## src/rtl/rob_pkg.sv

```systemverilog
package rob_pkg;
  function automatic logic seq_before(input logic [63:0] a, input logic [63:0] b);
    return a < b;
  endfunction
endpackage

```

## src/rtl/rob_thread_q.sv

```systemverilog
module rob_thread_q #(
  parameter int DEPTH = 8,
  parameter int SEQW  = 16,
  parameter int DW    = 8,
  parameter int SQW   = 2,
  localparam int AW   = $clog2(DEPTH),
  localparam int CW   = $clog2(DEPTH + 1)
) (
  input  logic            clk,
  input  logic            rst_n,
  input  logic            alloc_en,
  input  logic [SEQW-1:0] alloc_seq,
  input  logic [DW-1:0]   alloc_data,
  input  logic            mark_en,
  input  logic [AW-1:0]   mark_slot,
  input  logic            retire_en,
  input  logic            sq_req,
  input  logic [SEQW-1:0] sq_bnd,
  output logic            can_alloc,
  output logic            busy,
  output logic [CW-1:0]   occ,
  output logic [AW-1:0]   tail_slot,
  output logic [SEQW-1:0] hd_seq,
  output logic [DW-1:0]   hd_data,
  output logic            hd_rdy,
  output logic            hd_sqd,
  output logic [SEQW-1:0] tl_seq,
  output logic            alloc_ok,
  output logic            retire_ok
);
  logic [SEQW-1:0] seq_q [DEPTH];
  logic [DW-1:0]   dat_q [DEPTH];
  logic [DEPTH-1:0] rdy_q, sqd_q, sq_mark;
  logic [AW-1:0]   hd_q, wr_q, scan_q, scan_nx, p;
  logic [CW-1:0]   cnt_q;
  logic [SEQW-1:0] bnd_q;
  logic            busy_q, fin, go, hold, sq_start;

  assign hold      = busy_q | sq_req;
  assign can_alloc = (cnt_q != CW'(DEPTH)) && !hold;
  assign alloc_ok  = alloc_en && can_alloc;
  assign hd_rdy    = (cnt_q != '0) && rdy_q[hd_q];
  assign hd_sqd    = (cnt_q != '0) && sqd_q[hd_q];
  assign retire_ok = retire_en && hd_rdy && !hold;
  assign sq_start  = sq_req && !busy_q && (cnt_q != '0);
  assign hd_seq    = seq_q[hd_q];
  assign hd_data   = dat_q[hd_q];
  assign tl_seq    = seq_q[wr_q - 1'b1];
  assign tail_slot = wr_q;
  assign occ       = cnt_q;
  assign busy      = busy_q;

  // backward scan: up to SQW entries per cycle, youngest first
  always_comb begin
    p       = scan_q;
    go      = busy_q;
    fin     = 1'b0;
    sq_mark = '0;
    for (int k = 0; k < SQW; k++) begin
      if (go) begin
        if (seq_q[p] > bnd_q) begin
          sq_mark[p] = 1'b1;
          if (p == hd_q) begin
            fin = 1'b1;
            go  = 1'b0;
          end else begin
            p = p - 1'b1;
          end
        end else begin
          fin = 1'b1;
          go  = 1'b0;
        end
      end
    end
    scan_nx = p;
  end

  always_ff @(posedge clk or negedge rst_n) begin
    if (!rst_n) begin
      for (int i = 0; i < DEPTH; i++) begin
        seq_q[i] <= '0;
        dat_q[i] <= '0;
      end
      rdy_q  <= '0;
      sqd_q  <= '0;
      hd_q   <= '0;
      wr_q   <= '0;
      scan_q <= '0;
      cnt_q  <= '0;
      bnd_q  <= '0;
      busy_q <= 1'b0;
    end else begin
      if (mark_en) rdy_q[mark_slot] <= 1'b1;
      rdy_q <= (mark_en ? (rdy_q | (DEPTH'(1) << mark_slot)) : rdy_q) | sq_mark;
      sqd_q <= sqd_q | sq_mark;
      if (alloc_ok) begin
        seq_q[wr_q] <= alloc_seq;
        dat_q[wr_q] <= alloc_data;
        rdy_q[wr_q] <= 1'b0;
        sqd_q[wr_q] <= 1'b0;
        wr_q        <= wr_q + 1'b1;
      end
      if (retire_ok) hd_q <= hd_q + 1'b1;
      cnt_q <= cnt_q + CW'(alloc_ok) - CW'(retire_ok);
      if (sq_start) begin
        busy_q <= 1'b1;
        scan_q <= wr_q - 1'b1;
        bnd_q  <= sq_bnd;
      end else if (busy_q) begin
        scan_q <= scan_nx;
        if (fin) busy_q <= 1'b0;
      end
    end
  end

  p_no_overflow_r1: assert property (@(posedge clk) disable iff (!rst_n)
    cnt_q <= CW'(DEPTH));
  p_retire_count_r2: assert property (@(posedge clk) disable iff (!rst_n)
    (retire_ok && !alloc_ok) |=> cnt_q == $past(cnt_q) - 1'b1);
  p_empty_squash_r4: assert property (@(posedge clk) disable iff (!rst_n)
    (sq_req && !busy_q && cnt_q == '0) |=> !busy_q);
  p_squash_start_r5: assert property (@(posedge clk) disable iff (!rst_n)
    sq_start |=> busy_q);
  p_scan_mark_r5: assert property (@(posedge clk) disable iff (!rst_n)
    (busy_q && seq_q[scan_q] > bnd_q) |=> (sqd_q[$past(scan_q)] && rdy_q[$past(scan_q)]));
  p_hold_r7: assert property (@(posedge clk) disable iff (!rst_n)
    busy_q |-> (!alloc_ok && !retire_ok));
endmodule

```

## src/rtl/rob_select.sv

```systemverilog
module rob_select #(
  parameter int NTHR = 2,
  parameter int SEQW = 16,
  localparam int TW  = (NTHR > 1) ? $clog2(NTHR) : 1
) (
  input  logic [NTHR-1:0]      act,
  input  logic [NTHR-1:0]      nz,
  input  logic [NTHR*SEQW-1:0] hseq,
  input  logic [NTHR*SEQW-1:0] tseq,
  output logic                 old_v,
  output logic [TW-1:0]        old_tid,
  output logic [SEQW-1:0]      old_seq,
  output logic                 yng_v,
  output logic [TW-1:0]        yng_tid,
  output logic [SEQW-1:0]      yng_seq
);
  import rob_pkg::*;

  always_comb begin
    old_v = 1'b0; old_tid = '0; old_seq = '0;
    yng_v = 1'b0; yng_tid = '0; yng_seq = '0;
    for (int t = 0; t < NTHR; t++) begin
      if (act[t] && nz[t]) begin
        if (!old_v || seq_before(64'(hseq[t*SEQW +: SEQW]), 64'(old_seq))) begin
          old_seq = hseq[t*SEQW +: SEQW];
          old_tid = TW'(t);
        end
        if (!yng_v || seq_before(64'(yng_seq), 64'(tseq[t*SEQW +: SEQW]))) begin
          yng_seq = tseq[t*SEQW +: SEQW];
          yng_tid = TW'(t);
        end
        old_v = 1'b1;
        yng_v = 1'b1;
      end
    end
  end
endmodule

```

## src/rtl/rob_evcnt.sv

```systemverilog
module rob_evcnt #(
  parameter int CNTW = 16,
  parameter int RW   = 2,
  parameter int WW   = 3
) (
  input  logic            clk,
  input  logic            rst_n,
  input  logic [RW-1:0]   rd_n,
  input  logic [WW-1:0]   wr_n,
  output logic [CNTW-1:0] rd_cnt,
  output logic [CNTW-1:0] wr_cnt
);
  always_ff @(posedge clk or negedge rst_n) begin
    if (!rst_n) begin
      rd_cnt <= '0;
      wr_cnt <= '0;
    end else begin
      rd_cnt <= rd_cnt + CNTW'(rd_n);
      wr_cnt <= wr_cnt + CNTW'(wr_n);
    end
  end

  p_cnt_mono_r10: assert property (@(posedge clk) disable iff (!rst_n)
    (wr_n != '0 && wr_cnt != '1) |=> wr_cnt != $past(wr_cnt));
endmodule

```

## src/rtl/mt_rob.sv

```systemverilog
module mt_rob #(
  parameter int NTHR  = 2,
  parameter int DEPTH = 8,
  parameter int SEQW  = 16,
  parameter int DW    = 8,
  parameter int SQW   = 2,
  parameter int CNTW  = 16,
  localparam int TW   = (NTHR > 1) ? $clog2(NTHR) : 1,
  localparam int AW   = $clog2(DEPTH)
) (
  input  logic                 clk,
  input  logic                 rst_n,
  input  logic [NTHR-1:0]      thread_active,
  input  logic                 alloc_valid,
  output logic                 alloc_ready,
  input  logic [TW-1:0]        alloc_tid,
  input  logic [SEQW-1:0]      alloc_seq,
  input  logic [DW-1:0]        alloc_data,
  output logic [AW-1:0]        alloc_slot,
  input  logic                 mark_valid,
  input  logic [TW-1:0]        mark_tid,
  input  logic [AW-1:0]        mark_slot,
  input  logic [NTHR-1:0]      retire_req,
  input  logic [NTHR-1:0]      squash_req,
  input  logic [NTHR*SEQW-1:0] squash_bnd,
  output logic [NTHR-1:0]      head_valid,
  output logic [NTHR-1:0]      head_ready,
  output logic [NTHR-1:0]      head_squashed,
  output logic [NTHR*SEQW-1:0] head_seq,
  output logic [NTHR*DW-1:0]   head_data,
  output logic                 can_commit,
  output logic [NTHR-1:0]      squash_done,
  output logic                 oldest_valid,
  output logic [TW-1:0]        oldest_tid,
  output logic [SEQW-1:0]      oldest_seq,
  output logic                 youngest_valid,
  output logic [TW-1:0]        youngest_tid,
  output logic [SEQW-1:0]      youngest_seq,
  output logic [CNTW-1:0]      rd_events,
  output logic [CNTW-1:0]      wr_events
);
  localparam int CW = $clog2(DEPTH + 1);
  localparam int RW = $clog2(NTHR + 1);
  localparam int WW = $clog2(2 * NTHR + 2);

  logic [NTHR-1:0]      can_alloc, busy, alloc_ok, retire_ok;
  logic [NTHR*SEQW-1:0] tail_seq;
  logic [AW-1:0]        tslot [NTHR];
  logic [RW-1:0]        rd_n;
  logic [WW-1:0]        wr_n;

  for (genvar t = 0; t < NTHR; t++) begin : g_thr
    logic [CW-1:0] occ;
    rob_thread_q #(.DEPTH(DEPTH), .SEQW(SEQW), .DW(DW), .SQW(SQW)) i_q (
      .clk       (clk),
      .rst_n     (rst_n),
      .alloc_en  (alloc_valid && alloc_tid == TW'(t)),
      .alloc_seq (alloc_seq),
      .alloc_data(alloc_data),
      .mark_en   (mark_valid && mark_tid == TW'(t)),
      .mark_slot (mark_slot),
      .retire_en (retire_req[t]),
      .sq_req    (squash_req[t]),
      .sq_bnd    (squash_bnd[t*SEQW +: SEQW]),
      .can_alloc (can_alloc[t]),
      .busy      (busy[t]),
      .occ       (occ),
      .tail_slot (tslot[t]),
      .hd_seq    (head_seq[t*SEQW +: SEQW]),
      .hd_data   (head_data[t*DW +: DW]),
      .hd_rdy    (head_ready[t]),
      .hd_sqd    (head_squashed[t]),
      .tl_seq    (tail_seq[t*SEQW +: SEQW]),
      .alloc_ok  (alloc_ok[t]),
      .retire_ok (retire_ok[t])
    );
    assign head_valid[t] = (occ != '0);
  end

  assign alloc_ready = can_alloc[alloc_tid];
  assign alloc_slot  = tslot[alloc_tid];
  assign can_commit  = |(head_ready & thread_active);
  assign squash_done = ~busy;

  rob_select #(.NTHR(NTHR), .SEQW(SEQW)) i_sel (
    .act    (thread_active),
    .nz     (head_valid),
    .hseq   (head_seq),
    .tseq   (tail_seq),
    .old_v  (oldest_valid),
    .old_tid(oldest_tid),
    .old_seq(oldest_seq),
    .yng_v  (youngest_valid),
    .yng_tid(youngest_tid),
    .yng_seq(youngest_seq)
  );

  assign rd_n = RW'($countones(retire_req));
  assign wr_n = WW'($countones(alloc_ok)) + WW'($countones(retire_ok)) + WW'($countones(busy));

  rob_evcnt #(.CNTW(CNTW), .RW(RW), .WW(WW)) i_cnt (
    .clk   (clk),
    .rst_n (rst_n),
    .rd_n  (rd_n),
    .wr_n  (wr_n),
    .rd_cnt(rd_events),
    .wr_cnt(wr_events)
  );

  p_commit_src_r3: assert property (@(posedge clk) disable iff (!rst_n)
    can_commit |-> |(head_valid & thread_active));
  p_sel_pair_r8: assert property (@(posedge clk) disable iff (!rst_n)
    oldest_valid == youngest_valid);
  p_order_r9: assert property (@(posedge clk) disable iff (!rst_n)
    oldest_valid |-> (oldest_seq <= youngest_seq || oldest_tid != youngest_tid));
  p_one_alloc_r1: assert property (@(posedge clk) disable iff (!rst_n)
    $onehot0(alloc_ok));
endmodule

```

## config.mk

```make
export PLATFORM = sky130hd
export DESIGN_NAME = mt_rob
export DESIGN_NICKNAME = d
export VERILOG_FILES = /design/src/rtl/rob_pkg.sv /design/src/rtl/rob_thread_q.sv /design/src/rtl/rob_select.sv /design/src/rtl/rob_evcnt.sv /design/src/rtl/mt_rob.sv
export SDC_FILE = /design/constraint.sdc
export NUM_CORES = 1
export LEC_CHECK = 0
export ABC_AREA = 1
export ABC_CLOCK_PERIOD_IN_PS = 6950
export BUFFER_PORTS_ARGS = -buffer_cell sky130_fd_sc_hd__buf_2
export CAP_MARGIN = 20
export CORE_AREA = 2 2 243 245
export CTS_CLUSTER_SIZE = 30
export DETAILED_ROUTE_END_ITERATION = 7
export DIE_AREA = 0 0 245 247
export PLACE_DENSITY_LB_ADDON = 0.05
export SYNTH_ARGS = -nofsm -noshare
export SYNTH_HDL_FRONTEND = slang
export SYNTH_SLANG_ARGS = --single-unit
```

## constraint.sdc

```tcl
create_clock -name clk -period 6.95 [get_ports clk]
set_clock_uncertainty 0.15 [all_clocks]
set_input_delay 1.39 -clock clk [delete_from_list [all_inputs] [get_ports clk]]
set_output_delay 1.39 -clock clk [all_outputs]
set_load 0.02 [all_outputs]
```

==> summary.md <==
| Metric | Value |
|---|---|
| Initial antenna violation count | `6` |
| Global-route wire length before repair | `between 150000 and 200000 um` |
| Fin crit period | `roughly 6.7 ns` |
| Die W | `245 um` |
| Worst Path Required | `~5.4 ns` |
| Worst Reg2Reg Path Length in Cells | `33` |
| Max-slew violation count | `0` |
| Via count | `roughly 32000` |
| Hold Violations, Final | `0` |
| Max FO, Critical Path | `19` |
| GR Overflow Total | `0` |
| Clk buf depth | `3` |
| Crit start category | `flop` |
| Synth top area share | `around two fifths` |
| Post-synth EDFFs | `0` |
| Layout Nets | `4711` |
| Most frequent cell after synthesis | `nand2_1` |
| Critical Path, Cell by Cell | `inv_1 > ha_1 > xnor2_2 > buf_4 > inv_2 > o21ai_0 > a31oi_1 > ha_1 > a21oi_1 > o21ai_0 > nand2_1 > o2111ai_1 > inv_1 > nand2_2 > nand2_4 > nand2_1 > nand2_1 > buf_2` |
| RR Endpoint | `g_thr[1].i_q.rdy_q[3]` |
| PortBufs | `just under 200` |
| Asr flop ratio synth | `100%` |
| RePlAce Congestion | `between 0.9 and 1` |
| Worst-Skew Late Latency | `~0.65 ns` |
| Cell family with most CP delay | `buffers and inverters` |
| Tot GR Track Use | `~38%` |
| Slowest-stage cell, CP | `a31oi_1` |
| Hold Path Class | `reg2reg` |
| Outcome | `complete, no violations` |
| Syn Inst Count | `4438` |
| WHS | `0.319 ns` |
| CTS clk-pin slew, worst paths | `around 0.060 ns` |
| CP endpoint kind | `output pin` |
| Max Clk Rate | `about 150 MHz` |
| Total wire length | `between 100000 and 150000 um` |
| Max-Cap Viols | `0` |
| Synthesized area per cell | `between 7 and 8 um2` |
| Final setup TNS | `0 ns` |
| WHS Path Cells | `1` |
| Tcrit/Tclk final | `95.7%` |
| Crit-path most repeated cell | `nand2_1` |
| Crit path depth | `18` |
| Routed Antenna Nets | `0` |
| WL per Instance | `22.0 um` |
| Yosys top cell by area | `dfrtp_1` |
| Starting DRT DRC Count | `slightly above 4000` |
| # IOs | `200` |
| Yosys warns | `0` |
| TritonRoute pass-1 iters | `8` |
| DP Area | `around 34000 um2` |
| Buf/Inv on CP | `5` |
| Top post-synthesis cells by count | `1098 x nand2_1, 826 x o21ai_0, 508 x dfrtp_1` |
| Setup Crit Path Kind | `reg2out` |
| Slew @ Worst Pin | `around 1.1 ns` |
| Largest net degree at the start of global routing | `~170` |
| CTS Root Cell | `clkbuf_16` |
| Synthesized flop and latch total | `508` |
| Area contributors post-synth | `dfrtp_1 40%, o21ai_0 13%, nand2_1 13%` |
| Row count | `a little under 90` |
| Flop-to-flop setup slack | `about 0.51 ns` |
| Hold Buf Count CTS | `0` |
| Sequential area share after synthesis | `about two fifths` |
| RSZ-0062 raised after global routing | `false` |
| TritonCTS buffer count | `58` |
| Initial Util | `between 50% and 60%` |
| Synth Net Count | `~4600` |
| P&R area growth vs syn | `12.5%` |
| Critical Path AT | `approximately 5.1 ns` |
| Finished Cell Area | `36100 um2` |
| Vias in the first global route | `approximately 29000` |
| Most used DFF post-synth | `dfrtp_1` |
| Die height | `roughly 250 um` |
| Die Area | `just over 60000 um2` |
| CTS tree | `built` |
| Count of different cell masters after synthesis | `between 40 and 50` |
| Post-DP HPWL | `between 70000 and 80000 um` |
| Worst path max stage delay | `slightly below 0.5 ns` |
| H-tree depth | `2` |
| Hold path endpoint | `i_cnt.rd_cnt[15]` |
| Final setup fails | `0` |
| Hold Crit Start | `i_cnt.rd_cnt[15]` |
| DRC | `0` |
| Drt via density | `6.04` |
| Slew HR | `23.9%` |
| Reg2Reg Launch Point | `g_thr[1].i_q.scan_q[0]` |
| Layout cells sized above 1 | `between 10% and 20%` |
| Clock sinks | `a little over 500` |
| Core area | `just under 60000 um2` |
| Mapped Area | `~32000 um2` |
-- layer usage --
metal | GRT usage (%) | routed length (um)
met2 | 56.0 | 48600
met5 | 0 | 39
met3 | 8.20 | 13900
met4 | 17.8 | 5760
met1 | 54.8 | 48900
-- cell type report --
cell class                      instances  area (um2)
Sequential cell                       508       12700
Clock buffer                           79        1650
Inverter                              432        1640
Timing Repair Buffer                  316        2050
Clock inverter                         27         504
Multi-Input combinational cell       3196       16600
Tap cell                              773         967
Antenna cell                            1        2.50
Fill cell                            5409       22100
-- worst max-delay path by stage --
stage / to / slack (ns) / from
floorplan: oldest_seq[7] / 1.61 / thread_active[0]
global route: oldest_seq[14] / 0.03 / g_thr[1].i_q.hd_q[0]
detailed placement: g_thr[1].i_q.rdy_q[3] / 0.29 / g_thr[1].i_q.scan_q[0]
CTS: youngest_seq[12] / 0.19 / g_thr[1].i_q.tail_slot[0]
finish: youngest_seq[12] / 0.30 / g_thr[0].i_q.tail_slot[1]
global placement: g_thr[1].i_q.rdy_q[1] / 0.45 / g_thr[1].i_q.scan_q[0]
-- repair_timing --
action / in CTS / in global routing
setup buffers: 0 / 8
gates resized for setup: 0 / 15
setup endpoints to repair: 0 / 51
-- cells by family after synthesis --
kind of cell             count (synthesis)  synth area share (%)
AND/OR/NAND/NOR                       1571                  19.8
AO/OA/AOI/OAI                         1447                  24.7
buffers and inverters                  734                  9.13
flip-flops                             508                  39.6
adder cells (fa/ha/maj)                128                  5.15
XOR/XNOR                                50                  1.59
-- stage by stage --
stage	cells	util (%)	setup WS [ns]
after global routing	5331	62.0	0.0344
final	5332	62.0	0.299
after CTS	5322	61.8	0.195
after floorplan	4438	-	1.61
after detailed placement	5216	58.1	0.290
after global placement	5212	58.0	0.452
-- registers in the layout, indices dropped and copies added (netlist names) --
signal	count
g_thr.i_q.tail_slot	6
i_cnt.wr_cnt	16
g_thr.i_q.bnd_q	32
g_thr.i_q.occ	8
g_thr.i_q.rdy_q	16
g_thr.i_q.seq_q	256
i_cnt.rd_cnt	16
g_thr.i_q.hd_q	6
g_thr.i_q.scan_q	6
g_thr.i_q.dat_q	128
g_thr.i_q.sqd_q	16
g_thr.i_q.busy	2
-- cells in the final DEF (no fill, tap or decap), types with 5 or more instances in the layout --
master | netlist | routed
o22ai_1 | 50 | 50
nand3_1 | 133 | 123
dfrtp_2 | 0 | 5
nor3_2 | 10 | 18
bufinv_16 | 0 | 13
nand4_1 | 19 | 19
nand2_1 | 1098 | 1092
clkbuf_8 | 0 | 12
nand3_2 | 3 | 13
a22oi_1 | 29 | 29
clkinv_2 | 0 | 9
clkbuf_16 | 0 | 58
o21ai_0 | 826 | 826
buf_2 | 40 | 198
o21ai_1 | 10 | 10
nand2_2 | 8 | 13
dfrtp_1 | 508 | 501
a31oi_1 | 48 | 48
o2111ai_1 | 22 | 22
clkbuf_1 | 214 | 9
inv_2 | 12 | 12
buf_4 | 15 | 103
nor2_4 | 9 | 9
xor2_1 | 28 | 28
ha_1 | 121 | 121
nor2_2 | 1 | 5
o211ai_1 | 91 | 91
inv_1 | 414 | 410
fa_1 | 7 | 7
a221oi_1 | 40 | 40
nor3_1 | 37 | 29
nor2_1 | 243 | 239
a21oi_1 | 318 | 318
xnor2_1 | 14 | 14
buf_12 | 0 | 9
Power is not shown: default switching activity piles up to over one toggle a cycle in this logic, so the estimate is an artifact.
